### src/rtl/supv_pkg.sv
package supv_pkg;

  // Hold period in clock cycles from frequency and time; never below one.
  function automatic int unsigned hold_cycles(longint unsigned clk_hz,
                                              longint unsigned hold_us);
    longint unsigned c;
    c = (clk_hz * hold_us) / 64'd1000000;
    if (c < 64'd1) c = 64'd1;
    return c[31:0];
  endfunction

  // Bits needed to hold values 0..n.
  function automatic int unsigned cnt_width(int unsigned n);
    return (n < 2) ? 1 : $clog2(n + 1);
  endfunction

endpackage

### src/rtl/supv_sync.sv
module supv_sync #(
  parameter int unsigned W       = 2,
  parameter int unsigned STAGES  = 2,
  parameter logic [W-1:0] RST_VAL = '0
) (
  input  logic         clk,
  input  logic         rst_n,
  input  logic [W-1:0] d,
  output logic [W-1:0] q
);

  for (genvar b = 0; b < W; b++) begin : g_bit
    logic [STAGES-1:0] sh;
    always_ff @(posedge clk) begin
      if (!rst_n) sh <= {STAGES{RST_VAL[b]}};
      else        sh <= {sh[STAGES-2:0], d[b]};
    end
    assign q[b] = sh[STAGES-1];
  end

endmodule

### src/rtl/supv_hold_timer.sv
module supv_hold_timer #(
  parameter int unsigned HOLD_CYCLES = 8,
  parameter int unsigned CW          = supv_pkg::cnt_width(HOLD_CYCLES)
) (
  input  logic clk,
  input  logic rst_n,
  input  logic src_act,
  output logic rst_act,
  output logic busy
);

  localparam logic [CW-1:0] LOAD = CW'(HOLD_CYCLES);

  logic [CW-1:0] cnt;
  logic          cnt_nz;
  logic          cnt_last;

  assign cnt_nz   = (cnt != '0);
  assign cnt_last = (cnt == CW'(1));

  always_ff @(posedge clk) begin
    if (!rst_n) begin
      cnt     <= LOAD;
      rst_act <= 1'b1;
    end else if (src_act) begin
      cnt     <= LOAD;
      rst_act <= 1'b1;
    end else if (cnt_nz) begin
      cnt <= cnt - CW'(1);
      if (cnt_last) rst_act <= 1'b0;
    end
  end

  assign busy = cnt_nz & ~src_act;

  // an active source always leaves reset asserted next cycle
  a_r1_source_asserts: assert property (@(posedge clk) disable iff (!rst_n)
    src_act |=> rst_act);

  // counting implies reset is held
  a_r8_busy_holds_reset: assert property (@(posedge clk) disable iff (!rst_n)
    busy |-> rst_act);

  // released and idle stays released
  a_r9_idle_stays_released: assert property (@(posedge clk) disable iff (!rst_n)
    (!rst_act && !src_act) |=> !rst_act);

endmodule

### src/rtl/supv_reset_gen.sv
module supv_reset_gen #(
  parameter int unsigned CLK_HZ      = 200_000_000,
  parameter int unsigned HOLD_US     = 200_000,
  parameter int unsigned HOLD_CYCLES = supv_pkg::hold_cycles(64'(CLK_HZ), 64'(HOLD_US)),
  parameter int unsigned SYNC_STAGES = 2
) (
  input  logic clk,
  input  logic rst_n,
  input  logic vlow_i,
  input  logic mr_n_i,
  output logic rst_o,
  output logic rst_n_o,
  output logic hold_busy_o
);

  localparam int unsigned CW = supv_pkg::cnt_width(HOLD_CYCLES);

  // bit 1 = under-voltage (active high), bit 0 = manual (active low);
  // both reset to their active level so reset holds through block reset
  logic [1:0] src_raw;
  logic [1:0] src_syn;
  logic       vlow_s;
  logic       mr_n_s;
  logic       src_act;
  logic       rst_act;
  logic       busy;

  assign src_raw = {vlow_i, mr_n_i};

  supv_sync #(
    .W      (2),
    .STAGES (SYNC_STAGES),
    .RST_VAL(2'b10)
  ) u_sync (
    .clk  (clk),
    .rst_n(rst_n),
    .d    (src_raw),
    .q    (src_syn)
  );

  assign vlow_s  = src_syn[1];
  assign mr_n_s  = src_syn[0];
  assign src_act = vlow_s | ~mr_n_s;

  supv_hold_timer #(
    .HOLD_CYCLES(HOLD_CYCLES),
    .CW         (CW)
  ) u_timer (
    .clk    (clk),
    .rst_n  (rst_n),
    .src_act(src_act),
    .rst_act(rst_act),
    .busy   (busy)
  );

  assign rst_o       = rst_act;
  assign rst_n_o     = ~rst_act;
  assign hold_busy_o = busy;

  // Checker: cycles with the synchronized sources quiet, saturating
  logic [CW:0] quiet_q;
  always_ff @(posedge clk) begin
    if (!rst_n || src_act)                      quiet_q <= '0;
    else if (quiet_q <= (CW+1)'(HOLD_CYCLES))   quiet_q <= quiet_q + (CW+1)'(1);
  end

  // release happens only after exactly a full quiet hold
  a_r3_full_hold: assert property (@(posedge clk) disable iff (!rst_n)
    $fell(rst_act) |-> (quiet_q == (CW+1)'(HOLD_CYCLES)));

  // a full quiet hold never leaves reset asserted
  a_r3_no_overstay: assert property (@(posedge clk) disable iff (!rst_n)
    (quiet_q > (CW+1)'(HOLD_CYCLES)) |-> !rst_act);

endmodule

### config.mk
export PLATFORM = sky130hd
export DESIGN_NAME = supv_reset_gen
export DESIGN_NICKNAME = d
export VERILOG_FILES = /design/src/rtl/supv_pkg.sv /design/src/rtl/supv_sync.sv /design/src/rtl/supv_hold_timer.sv /design/src/rtl/supv_reset_gen.sv
export SDC_FILE = /design/constraint.sdc
export NUM_CORES = 1
export LEC_CHECK = 0
export BUFFER_PORTS_ARGS = -buffer_cell sky130_fd_sc_hd__buf_2
export CORE_ASPECT_RATIO = 2
export CORE_MARGIN = 3
export CORE_UTILIZATION = 35
export CTS_CLUSTER_DIAMETER = 40
export DETAILED_ROUTE_END_ITERATION = 7
export PLACE_DENSITY_LB_ADDON = 0.2
export SLEW_MARGIN = 20
export SYNTH_ARGS = -nofsm -noshare
export SYNTH_HDL_FRONTEND = slang
export SYNTH_SLANG_ARGS = --single-unit
### constraint.sdc
create_clock -name clk -period 2.67 [get_ports clk]
set_input_delay 0.4005 -clock clk [delete_from_list [all_inputs] [get_ports clk]]
set_output_delay 0.4005 -clock clk [all_outputs]
set_load 0.005 [all_outputs]
Word-level counts from Yosys, hierarchy flattened

Cells that the tools add are included.
W data, S select, Z words.

$add $sub $neg: 1
Equal/unequal tests: 1
Bitwise gates (word level): 6
Reduce and logical (&&, ||, !) cells: 3

Operator list:

| cell                    | number |
|---|---|
| $eq A26 B1 Y1 const B   | 1 |
| $reduce_bool A26 Y1     | 1 |
| $sub A26 B1 Y26 const B | 1 |
| $not A1 Y1              | 4 |
| $reduce_and A2 Y1       | 1 |
| $reduce_or A2 Y1        | 1 |
| $and A1 B1 Y1           | 1 |
| $or A1 B1 Y1            | 1 |

Register bits: 31
Input port bits: 4
Word-level logic and storage cells: 15

Longest topological paths before layout

Depth in word-level cells: 4
Depth in mapped cells: 9

Hierarchy

Synthesis repeated with hierarchy kept, for this count alone.

Cells, all modules: 175
Area, all modules: 1546.5 um^2

By module, submodules not included:

| module          | times used | cells an instance | area each (um^2) | sequential area each (um^2) |
|---|---|---|---|---|
| supv_hold_timer | 1          | 163               | 1416.4           | 540.5 |
| supv_sync       | 1          | 10                | 120.1            | 80.1 |
| supv_reset_gen  | 1          | 2                 | 10.0             | 0.0 |

Least setup slack after synthesis

Ideal clock, no wire load.

Path kind: flip-flop to output port
Start point: register u_timer.cnt[15]
End point: output port hold_busy_o
Arrival time: 1.828 ns
Data required time: 2.270 ns
Slack: 0.442 ns
Stages on the path, launching flop included: 8
Cells stage by stage: dfxtp_1 > or3_4 > or4_4 > buf_6 > nor3_4 > buf_4 > buf_6 > nor3b_1

Word-level cells in the longest chain between the ends: 2

RTL lines:

| item                   | RTL line              | text |
|---|---|---|
| start, declared        | supv_hold_timer.sv:14 | `logic [CW-1:0] cnt;` |
| start signal, assigned | supv_hold_timer.sv:29 | `cnt <= cnt - CW'(1);` |
| $reduce_bool A26 Y1    | supv_hold_timer.sv:18 | `assign cnt_nz = (cnt != '0);` |
| $and A1 B1 Y1          | supv_hold_timer.sv:34 | `assign busy = cnt_nz & ~src_act;` |
| end, declared          | supv_reset_gen.sv:13  | `output logic hold_busy_o` |

Every way passes these cells.

Worst setup path in the final report

Start point: register u_timer.cnt[20]
End point: output port hold_busy_o

The elaborated chain is that of the path after synthesis.

==> results.sh <==
export IMPL_outcome="complete, no violations"
export IMPL_grt_setup_unrepaired="no"
export IMPL_grt_pass1_wl_mm=6.154
export IMPL_numCtsBuffers=5
export IMPL_p_sw_share_pct=21.19
export IMPL_drc=0
export IMPL_pin_count=7
export IMPL_clkLatencyLatePin_ns=0.28
export IMPL_grt_overflow_total=0
export IMPL_via_count=1350
export IMPL_syn_area_per_cell_um2=8.545
export IMPL_dieHeight_um=100.3
export IMPL_ys_types=43
export IMPL_hold_class="in -> reg"
export IMPL_yosysMostFrequentCell="dfxtp_1"
export IMPL_die_area_um2=5328
export IMPL_coreArea_um2=4170
export IMPL_ys_warnings_count=0
export IMPL_hold_viol_final=0
export IMPL_netlist_instances=182
export IMPL_syn_num_nets=188
export IMPL_grt_max_degree=23
export IMPL_fin_nets=194
export IMPL_start_util_pct=37.29
export IMPL_gp_congestion=0.8223
export IMPL_htreeDepth=2
export IMPL_ys_ff_latch=31
export IMPL_firstDrtPassIters=4
export IMPL_critPathRequiredTime_ns=2.27
export IMPL_power_density_nw_per_um2=489.4
export IMPL_crit_end="hold_busy_o"
export IMPL_async_flop_share_pct=0
export IMPL_peakVddDrop_uv=339.6
export IMPL_ys_top_cells_by_area="dfxtp_1, nor2_1, a21oi_1"
export IMPL_synth_area_um2=1555
export IMPL_drt_wl_total_mm=3.664
export IMPL_power_frac_clock_pct=40.8
export IMPL_ant_nets=0
export IMPL_fin_util_pct=40.32
export IMPL_io_buffers=6
export IMPL_setup_viol=0
export IMPL_synth_common_cells="dfxtp_1, nor2_1, a21oi_1"
export IMPL_cts_resized=0
export IMPL_clock_path_buffers=2
export IMPL_r2r_setup_slack_ns=0.43
export IMPL_antenna_found_initial=0
export IMPL_root_buffer="clkbuf_8"
export IMPL_holdBufCountCts=0
export IMPL_vias_per_cell=5.649
export IMPL_crit_fanout=5
export IMPL_p_leak_nw=0.6069
export IMPL_drive_gt1_share_pct=10.70
export IMPL_seqPwrFrac_pct=56.9
export IMPL_r2r_end="u_timer.cnt[18]"
export IMPL_ys_seq_area_share_pct=39.90
export IMPL_min_period_ns=2.455
export IMPL_post_cts_setup_buffers=0
export IMPL_synth_top_cell_by_area="dfxtp_1"
export IMPL_fmax_mhz=407.4
export IMPL_rr_worst_depth=7
export IMPL_die_w_um=53.14
export IMPL_cp_arrival_ns=2.05
export IMPL_max_slew_margin_rel_pct=60.97
export IMPL_cts_sinks=31
export IMPL_wl_per_cell_um=15.33
export IMPL_antenna_cells=0
export IMPL_clkTransAtPathRegs_ns=0.06
export IMPL_worst_slew_pin_slew_ns=0.5801
export IMPL_dr_first_iter_drc_count=42
export IMPL_p_sw_w=0.0001743
export IMPL_period_share_pct=91.94
export IMPL_pwr_share_comb_pct=2.3
export IMPL_final_max_slew_viol_count=0
export IMPL_synth_top_area_share_pct=39.90
export IMPL_start_kind="flip-flop"
export IMPL_internal_power_w=0.0006486
export IMPL_dp_cells=233
export IMPL_whs_ns=0.3026
export IMPL_grt_usage_pct=15.85
export IMPL_crit_type="reg -> out"
export IMPL_maxCapViolCount=0
export IMPL_synthFlopType="dfxtp_1"
export IMPL_crit_reg2reg_launch="u_timer.cnt[0]"
export IMPL_hpwl_mm=2.723
export IMPL_crit_path_end_kind="output port"
export IMPL_crit_path_start="u_timer.cnt[20]"
export IMPL_grt_pass1_vias=1351
export IMPL_synth_edff_count=0
export IMPL_tns_ns=0
export IMPL_fin_skew_ns=0.005314
export IMPL_stdcell_count=239
export IMPL_synthToLayoutAreaGrowth_pct=8.125
export IMPL_cts_tree="done"
export IMPL_fp_row_count=33
cells by family (layout without fill, tap and decap cells):
| group | count (synthesis) | after routing | synth area share (%) |
|---|---|---|---|
| AND/OR/NAND/NOR | 89 | 89 | 34.35 |
| AO/OA/AOI/OAI | 41 | 41 | 16.25 |
| flip-flops | 31 | 31 | 39.90 |
| buffers and inverters | 14 | 19 | 5.068 |
| XOR/XNOR | 5 | 5 | 2.816 |
| adder cells (fa/ha/maj) | 2 | 2 | 1.609 |
power by group through the flow:
stage	clock network, W	logic, W	registers, W
floorplan	0	0.0000136	0.000478
global placement	0	0.0000185	0.000478
detailed placement	0	0.0000189	0.000479
CTS	0.000349	0.0000190	0.000468
global route	0.000365	0.0000213	0.000469
finish	0.000336	0.0000188	0.000468
worst min path at each step:
stage                                      from               endpoint  slack, ns  cells past startpoint
after global placement    u_sync.g_bit[1].sh[0]  u_sync.g_bit[1].sh[1]       0.40                      1
after floorplan           u_sync.g_bit[1].sh[0]  u_sync.g_bit[1].sh[1]       0.39                      1
after global routing                     vlow_i  u_sync.g_bit[1].sh[0]       0.31                      2
final                                    vlow_i  u_sync.g_bit[1].sh[0]       0.30                      2
after detailed placement  u_sync.g_bit[1].sh[0]  u_sync.g_bit[1].sh[1]       0.41                      1
after CTS                                vlow_i  u_sync.g_bit[1].sh[0]       0.29                      2
area by class of cell:
cell class / count / area (um2)
Fill cell: 437 / 2489
Multi-Input combinational cell: 137 / 855.8
Clock buffer: 6 / 72.57
Sequential cell: 31 / 620.6
Timing Repair Buffer: 9 / 52.55
Inverter: 4 / 15.01
Tap cell: 52 / 65.06
metrics by stage:
stage	instance area (um2)	total power, W	setup WS (ns)
global placement	1609	0.0004969	0.4608
CTS	1682	0.0008359	0.1978
global route	1682	0.0008550	0.05407
floorplan	1555	0.0004914	0.4416
detailed placement	1609	0.0004974	0.4171
finish	1682	0.0008230	0.2152
sequential cells by signal (all words and copies together), names as in the netlist:
name	cells
u_timer.rst_act	1
u_timer.cnt	26
u_sync.g_bit.sh	4
routing by layer:
layer	GRT usage [%]	routed length, um	vias up
met3	4.012	87	10
met5	0	0	-
met4	7.874	114	0
met1	16.22	1426	643
met2	28.35	2036	15
li1	-	-	682
cell usage in the layout, fill, tap and decap left out, types with 5 or more instances in the layout:
master    netlist  final
dfxtp_1        31     31
nor2_1         20     20
a21oi_1        14     14
or3_1           9      9
nor3_1          8      8
or4_1           7      7
o21ai_1         7      7
nand2b_1        6      6
nand2_1         6      6
nor4_1          6      6
o21ai_0         6      6
buf_2           0      6
nand3_1         5      5
clkbuf_8        0      5
worst max-delay path, cell delays in order (launching register included):
cell and delay, ns:
dfxtp_1 0.34, or3_1 0.46, or4_1 0.54, nor3_4 0.23
nor3b_1 0.07, buf_2 0.13
(Power assumes the default switching activity.)
